File: src/rtl/dec_csr_pkg.sv
package dec_csr_pkg;
    localparam int NUM_FLAGS = 7;

    localparam int F_CMD_DONE = 0;
    localparam int F_START    = 1;
    localparam int F_BS_ERR   = 2;
    localparam int F_IN_DONE  = 3;
    localparam int F_HDR_DONE = 4;
    localparam int F_RL_DONE  = 5;
    localparam int F_RL_OVF   = 6;

    // flags cleared by software write-1; the rest clear on a new command
    localparam logic [NUM_FLAGS-1:0] W1C_MASK = 7'b100_1110;

    localparam logic [1:0] ADDR_STATUS = 2'd0;
    localparam logic [1:0] ADDR_IE     = 2'd1;
    localparam logic [1:0] ADDR_CTL    = 2'd2;

    localparam int CTL_STROBE_BIT = 8;
    localparam int CTL_MODE_BIT   = 12;
    localparam int HDR_CODE_LSB   = 16;
    localparam int HDR_FIRST_BIT  = 0;

    typedef enum logic [1:0] {
        ST_IDLE = 2'd0,
        ST_RUN  = 2'd1,
        ST_HALT = 2'd2
    } eng_state_t;
endpackage

File: src/rtl/dec_csr_fsm.sv
module dec_csr_fsm
    import dec_csr_pkg::*;
(
    input  logic clk,
    input  logic rst,
    input  logic cmd_issue,
    input  logic ev_done,
    input  logic ev_halt,
    output logic active,
    output logic restart
);
    eng_state_t state_q, state_d;

    always_ff @(posedge clk) begin
        if (rst) state_q <= ST_IDLE;
        else     state_q <= state_d;
    end

    always_comb begin
        state_d = state_q;
        unique case (state_q)
            ST_IDLE: if (cmd_issue) state_d = ST_RUN;
            ST_RUN: begin
                if (ev_halt)      state_d = ST_HALT;
                else if (ev_done) state_d = ST_IDLE;
            end
            ST_HALT: if (cmd_issue) state_d = ST_RUN;
            default: state_d = ST_IDLE;
        endcase
    end

    always_comb begin
        active  = (state_q == ST_RUN);
        restart = cmd_issue && (state_q == ST_HALT);
    end

    AST_RUN_TO_HALT: assert property (@(posedge clk) disable iff (rst)
        (state_q == ST_RUN && ev_halt) |=> (state_q == ST_HALT));
    AST_RUN_TO_IDLE: assert property (@(posedge clk) disable iff (rst)
        (state_q == ST_RUN && ev_done && !ev_halt) |=> (state_q == ST_IDLE));
    AST_RESTART_RUNS: assert property (@(posedge clk) disable iff (rst)
        restart |=> active);
endmodule

File: src/rtl/dec_csr_status.sv
module dec_csr_status
    import dec_csr_pkg::*;
#(
    parameter int N = NUM_FLAGS
) (
    input  logic         clk,
    input  logic         rst,
    input  logic [N-1:0] set_i,
    input  logic [N-1:0] w1c_i,
    input  logic         cmd_clr_i,
    input  logic         ie_we,
    input  logic [N-1:0] ie_wdata,
    output logic [N-1:0] flags,
    output logic [N-1:0] ie,
    output logic         irq
);
    for (genvar g = 0; g < N; g++) begin : g_flag
        logic clr;
        if (W1C_MASK[g]) begin : g_w1c
            assign clr = w1c_i[g];
            AST_W1C_CLEARS: assert property (@(posedge clk) disable iff (rst)
                (w1c_i[g] && !set_i[g]) |=> !flags[g]);
        end else begin : g_cmdclr
            assign clr = cmd_clr_i;
            AST_CMD_CLEARS: assert property (@(posedge clk) disable iff (rst)
                (cmd_clr_i && !set_i[g]) |=> !flags[g]);
            AST_W1C_IGNORED: assert property (@(posedge clk) disable iff (rst)
                (flags[g] && !cmd_clr_i) |=> flags[g]);
        end

        always_ff @(posedge clk) begin
            if (rst)           flags[g] <= 1'b0;
            else if (set_i[g]) flags[g] <= 1'b1;
            else if (clr)      flags[g] <= 1'b0;
        end

        AST_SET_WINS: assert property (@(posedge clk) disable iff (rst)
            set_i[g] |=> flags[g]);
    end

    always_ff @(posedge clk) begin
        if (rst)        ie <= '0;
        else if (ie_we) ie <= ie_wdata;
    end

    always_comb irq = |(flags & ie);
endmodule

File: src/rtl/dec_csr_ctl.sv
module dec_csr_ctl
    import dec_csr_pkg::*;
#(
    parameter int CODE_W = 8,
    parameter int DATA_W = 32
) (
    input  logic              clk,
    input  logic              rst,
    input  logic              ctl_we,
    input  logic [DATA_W-1:0] wdata,
    input  logic              active,
    input  logic              slice_hit,
    input  logic [CODE_W-1:0] slice_code_in,
    input  logic              restart,
    input  logic              hdr_take,
    input  logic [DATA_W-1:0] hdr_word_in,
    output logic [DATA_W-1:0] hdr_word_out,
    output logic [CODE_W-1:0] slice_code,
    output logic              done_mode,
    output logic [DATA_W-1:0] ctl_rdata
);
    logic strobe;
    logic first_pend;
    logic unused_wdata;

    assign strobe       = wdata[CTL_STROBE_BIT];
    assign unused_wdata = ^wdata;

    always_ff @(posedge clk) begin
        if (rst)                             slice_code <= '0;
        else if (slice_hit)                  slice_code <= slice_code_in;
        else if (ctl_we && strobe && !active) slice_code <= wdata[CODE_W-1:0];
    end

    always_ff @(posedge clk) begin
        if (rst)                   done_mode <= 1'b0;
        else if (ctl_we && !strobe) done_mode <= wdata[CTL_MODE_BIT];
    end

    always_ff @(posedge clk) begin
        if (rst)           first_pend <= 1'b0;
        else if (restart)  first_pend <= 1'b1;
        else if (hdr_take) first_pend <= 1'b0;
    end

    always_comb begin
        hdr_word_out = hdr_word_in;
        if (first_pend) begin
            hdr_word_out[HDR_CODE_LSB +: CODE_W] = slice_code;
            hdr_word_out[HDR_FIRST_BIT]          = 1'b1;
        end
    end

    always_comb begin
        ctl_rdata                = '0;
        ctl_rdata[CODE_W-1:0]    = slice_code;
        ctl_rdata[CTL_MODE_BIT]  = done_mode;
    end

    AST_SLICE_HOLD_BUSY: assert property (@(posedge clk) disable iff (rst)
        (active && !slice_hit) |=> $stable(slice_code));
    AST_STROBE_KEEPS_MODE: assert property (@(posedge clk) disable iff (rst)
        (ctl_we && strobe) |=> $stable(done_mode));
    AST_MODE_KEEPS_SLICE: assert property (@(posedge clk) disable iff (rst)
        (ctl_we && !strobe && !slice_hit) |=> $stable(slice_code));
    AST_RESTART_PATCH: assert property (@(posedge clk) disable iff (rst)
        restart |=> hdr_word_out[HDR_FIRST_BIT]);
    AST_SLICE_LOAD: assert property (@(posedge clk) disable iff (rst)
        slice_hit |=> (slice_code == $past(slice_code_in)));
endmodule

File: src/rtl/dec_csr_top.sv
module dec_csr_top
    import dec_csr_pkg::*;
#(
    parameter int ADDR_W = 2,
    parameter int DATA_W = 32,
    parameter int CODE_W = 8
) (
    input  logic              clk,
    input  logic              rst,
    input  logic              reg_we,
    input  logic [ADDR_W-1:0] reg_addr,
    input  logic [DATA_W-1:0] reg_wdata,
    output logic [DATA_W-1:0] reg_rdata,
    input  logic              cmd_issue,
    input  logic              ev_cmd_done,
    input  logic              ev_start_code,
    input  logic              ev_bs_err,
    input  logic              ev_in_done,
    input  logic              ev_hdr_done,
    input  logic              ev_rl_done,
    input  logic              ev_rl_ovf,
    input  logic              slice_hit,
    input  logic [CODE_W-1:0] slice_code_in,
    input  logic              hdr_take,
    input  logic [DATA_W-1:0] hdr_word_in,
    output logic [DATA_W-1:0] hdr_word_out,
    output logic [CODE_W-1:0] slice_code,
    output logic              done_mode,
    output logic              irq
);
    localparam int N = NUM_FLAGS;

    logic              active, restart;
    logic [N-1:0]      set_v, w1c_v, flags, ie;
    logic              st_we, ie_we, ctl_we;
    logic [DATA_W-1:0] ctl_rdata;

    assign st_we  = reg_we && (reg_addr == ADDR_W'(ADDR_STATUS));
    assign ie_we  = reg_we && (reg_addr == ADDR_W'(ADDR_IE));
    assign ctl_we = reg_we && (reg_addr == ADDR_W'(ADDR_CTL));

    always_comb begin
        set_v             = '0;
        set_v[F_CMD_DONE] = ev_cmd_done;
        set_v[F_START]    = ev_start_code && active;
        set_v[F_BS_ERR]   = ev_bs_err;
        set_v[F_IN_DONE]  = ev_in_done;
        set_v[F_HDR_DONE] = ev_hdr_done;
        set_v[F_RL_DONE]  = ev_rl_done;
        set_v[F_RL_OVF]   = ev_rl_ovf;
        w1c_v             = st_we ? (reg_wdata[N-1:0] & W1C_MASK) : '0;
    end

    dec_csr_fsm u_fsm (
        .clk       (clk),
        .rst       (rst),
        .cmd_issue (cmd_issue),
        .ev_done   (ev_cmd_done),
        .ev_halt   (ev_start_code | ev_bs_err | ev_rl_ovf),
        .active    (active),
        .restart   (restart)
    );

    dec_csr_status #(.N(N)) u_status (
        .clk       (clk),
        .rst       (rst),
        .set_i     (set_v),
        .w1c_i     (w1c_v),
        .cmd_clr_i (cmd_issue),
        .ie_we     (ie_we),
        .ie_wdata  (reg_wdata[N-1:0]),
        .flags     (flags),
        .ie        (ie),
        .irq       (irq)
    );

    dec_csr_ctl #(.CODE_W(CODE_W), .DATA_W(DATA_W)) u_ctl (
        .clk           (clk),
        .rst           (rst),
        .ctl_we        (ctl_we),
        .wdata         (reg_wdata),
        .active        (active),
        .slice_hit     (slice_hit),
        .slice_code_in (slice_code_in),
        .restart       (restart),
        .hdr_take      (hdr_take),
        .hdr_word_in   (hdr_word_in),
        .hdr_word_out  (hdr_word_out),
        .slice_code    (slice_code),
        .done_mode     (done_mode),
        .ctl_rdata     (ctl_rdata)
    );

    always_comb begin
        reg_rdata = '0;
        unique case (reg_addr)
            ADDR_W'(ADDR_STATUS): reg_rdata[N-1:0] = flags;
            ADDR_W'(ADDR_IE):     reg_rdata[N-1:0] = ie;
            ADDR_W'(ADDR_CTL):    reg_rdata        = ctl_rdata;
            default:              reg_rdata        = '0;
        endcase
    end

    AST_GATED_START: assert property (@(posedge clk) disable iff (rst)
        (!active && ev_start_code && !flags[F_START]) |=> !flags[F_START]);
    AST_IRQ_FROM_FLAG: assert property (@(posedge clk) disable iff (rst)
        (flags == '0) |-> !irq);
endmodule

File: config.mk
export PLATFORM = sky130hd
export DESIGN_NAME = dec_csr_top
export DESIGN_NICKNAME = d
export VERILOG_FILES = /design/src/rtl/dec_csr_pkg.sv /design/src/rtl/dec_csr_fsm.sv /design/src/rtl/dec_csr_status.sv /design/src/rtl/dec_csr_ctl.sv /design/src/rtl/dec_csr_top.sv
export SDC_FILE = /design/constraint.sdc
export NUM_CORES = 1
export LEC_CHECK = 0
export BUFFER_PORTS_ARGS = -buffer_cell sky130_fd_sc_hd__buf_2
export CAP_MARGIN = 20
export CORE_AREA = 10 10 80 82
export DETAILED_ROUTE_END_ITERATION = 10
export DIE_AREA = 0 0 90 92
export PLACE_DENSITY = 0.8
export SKIP_CTS_REPAIR_TIMING = 1
export SLEW_MARGIN = 25
export SYNTH_ARGS = -nofsm -noshare
export SYNTH_HDL_FRONTEND = slang
export SYNTH_SLANG_ARGS = --single-unit
File: constraint.sdc
create_clock -name clk -period 1.8 [get_ports clk]
set_input_delay 0.45 -clock clk [delete_from_list [all_inputs] [get_ports clk]]
set_output_delay 0.45 -clock clk [all_outputs]
set_load 0.02 [all_outputs]
==> qor.csv <==
metric;value;unit
met2 usage;0.203;
fmax;562;MHz
Synth top area share;0.291;
Cell Area, Synth;1790;um^2
# clock sinks;26;
ys async rst share;0;
met3 Usage GRT;0.0432;
DR pass1 iterations;4;
Crit Path Max Fanout;3;
crit path DAT;1.33;ns
CTS tree;built;
CP max stage cell;a222oi_1;
CTS buffer count;3;
DIE AREA;8280;um^2
GR Util met1;0.130;
Crit. path cell count;3;
gr ovfl total;0;
Crit. End Element;output pin;
period utilization;0.989;
CP required;1.35;ns
global-route wire length before repair;8050;um
residual DRC count;0;
Final Power;1.33;mW
initial antenna violation count;0;
RSZ-0062 raised after global routing;true;
most frequent cells in the layout;buf_2 (66), dfxtp_1 (25), conb_1 (23), nor2_1 (14), a21oi_1 (11);
fraction of layout cells with a size suffix above 1;0.367;
Pleak;0.952;nW
register area share after synthesis;0.291;
status;completed;
worst path bufs/invs;1;
CP Class;reg -> out;
Sw Ratio;0.328;
fin crit period;1.78;ns
Clock Power Share;0.249;
Setup Skew;0.00860;ns
Maximum Capacitance Violations;0;
crit path to;irq;
CTS max path bufs;2;
GRT Total Usage;0.118;
Starting Density;0.364;
Area contributors post-synth;dfxtp_1 (29%), buf_4 (19%), mux2i_1 (6.2%);
Final Setup Violations;0;
Ys Warns;0;
most used routing layer;met2;
net load switching power;0.435;mW
register bit total from synthesis;26;
worst hold slack;0.387;ns
CP startpoint kind;flip-flop;
hpwl dp;4280;um
area grow syn2layout;11.0;%
ANT nets after route;0;
most common cell after layout, fill and taps aside;buf_2;
post-synthesis cell type count;30;
number of global-route vias before repair;1556;
Ports;161;
WL final;5450;um
1st-iter DRT viols;102;
routed via count;1606;
diode count;0;
Routed WL per cell;17.0;um
Final Hold Viols;0;
P per Cell Area;668;nW/um^2
placed cell areas;1920;um^2
Final Cell Area;1980;um^2
CP delay by family, top;compound AO/OA/AOI/OAI gates;
internal power;0.890;mW
highest cell delay on the worst timing path;0.39;ns
Reg power frac;0.485;
Logic pwr share;0.266;
largest net degree at the start of global routing;27;
Top FF cell, synth;dfxtp_1;
placed cells;317;
R2R Path End;u_ctl.slice_code[1]$_SDFFE_PP0P_;
worst vdd ir;0.257;mV
drt via density;5.00;
TNS Setup;0;ns
clock transition at the registers of the reported paths;0.08;ns
hold crit path type;in -> reg;
number of synthesized flops with an enable pin;0;
Die Height;92;um
Core Area;4910;um^2
post-synthesis cell count;211;
htree depth;1;
Final GP Congestion;0.812;
IO buf count;69;
CP Launch Point;u_status.ie[6]$_SDFFE_PP0P_;
fin nets;340;
most area-hungry cell type in the Yosys netlist;dfxtp_1;
Rows;26;
fin. max-slew vios;0;
Clk Latency, worst-skew pair;0.27;ns
crit path cell chain;a222oi_1 > nand3_1 > buf_2;
Horiz. Die Dim;90;um
hold_sp;ev_rl_done;
r2r setup slk;0.50;ns
Finished Layout Cells;321;
r2r startpoint;u_fsm.state_q[1]$_SDFFE_PP0P_;
Syn Area/Cell;8.47;um^2
Root Driver;clkbuf_8;
FF-to-FF path depth;3;
[registers in the layout, indices dropped and copies added (netlist names)]
signal / cells
u_ctl.slice_code: 8
u_status.flags: 7
u_status.ie: 7
u_fsm.state_q: 2
u_ctl.done_mode: 1
u_ctl.first_pend: 1
[cells by family (layout without fill, tap and decap cells)]
kind of cell | count (synthesis) | after routing | synth area share
buffers and inverters | 71 | 89 | 0.262
AOI/OAI and AO/OA | 49 | 49 | 0.193
and+or+nand+nor | 45 | 45 | 0.140
DFF | 26 | 26 | 0.291
muxes | 19 | 19 | 0.112
other | 1 | 23 | 0.00210
[per-layer routing]
metal  vias to the layer above  wire (um)
li1                        765          -
met1                       747       2160
met2                        81       2710
met3                        13        478
met4                         0         96
met5                         -          0
[worst min-delay path, cell delays in order]
cell and delay [ns]:
buf_2 0.08, a21oi_1 0.03, nor2_1 0.06
[power by group through the flow]
| stage | clock [mW] | sequential (mW) | combinational [mW] |
|---|---|---|---|
| after floorplan | 0 | 0.658 | 0.328 |
| after global routing | 0.362 | 0.647 | 0.382 |
| after CTS | 0.341 | 0.642 | 0.344 |
| after global placement | 0 | 0.653 | 0.337 |
| final | 0.330 | 0.642 | 0.353 |
| after detailed placement | 0 | 0.655 | 0.342 |
[per-stage QoR]
step,setup WS [ns],utilization
floorplan,0.0242,-
global placement,0.0638,0.390
detailed placement,0.0348,0.390
CTS,-0.128,0.399
global route,-0.0334,0.404
finish,0.0200,0.404
[Yosys cell counts, drive strengths merged, types with 5 or more instances]
master,count
a41oi,8
dfxtp,26
mux2,8
inv,9
o21ai,8
o31ai,8
nand2,10
nand3,5
clkbuf,6
mux2i,11
buf,55
nor2,14
a221oi,8
a21oi,11
[how the worst min path moves through the flow]
stage | endpoint | cells past startpoint
floorplan | u_status.ie[5]$_SDFFE_PP0P_ | 2
global placement | u_status.ie[4]$_SDFFE_PP0P_ | 2
detailed placement | u_status.ie[4]$_SDFFE_PP0P_ | 2
CTS | u_status.flags[5]$_SDFFE_PP0P_ | 3
global route | u_status.flags[5]$_SDFFE_PP0P_ | 3
finish | u_status.flags[5]$_SDFFE_PP0P_ | 3
[area by class of cell]
type,instances,area [um^2]
inverter,10,37.5
tap,70,87.6
timing repair buffer,76,405
fill,531,2930
sequential,26,524
clock buffer,3,41.3
multi-input combinational,136,888
(Power assumes the default switching activity.)
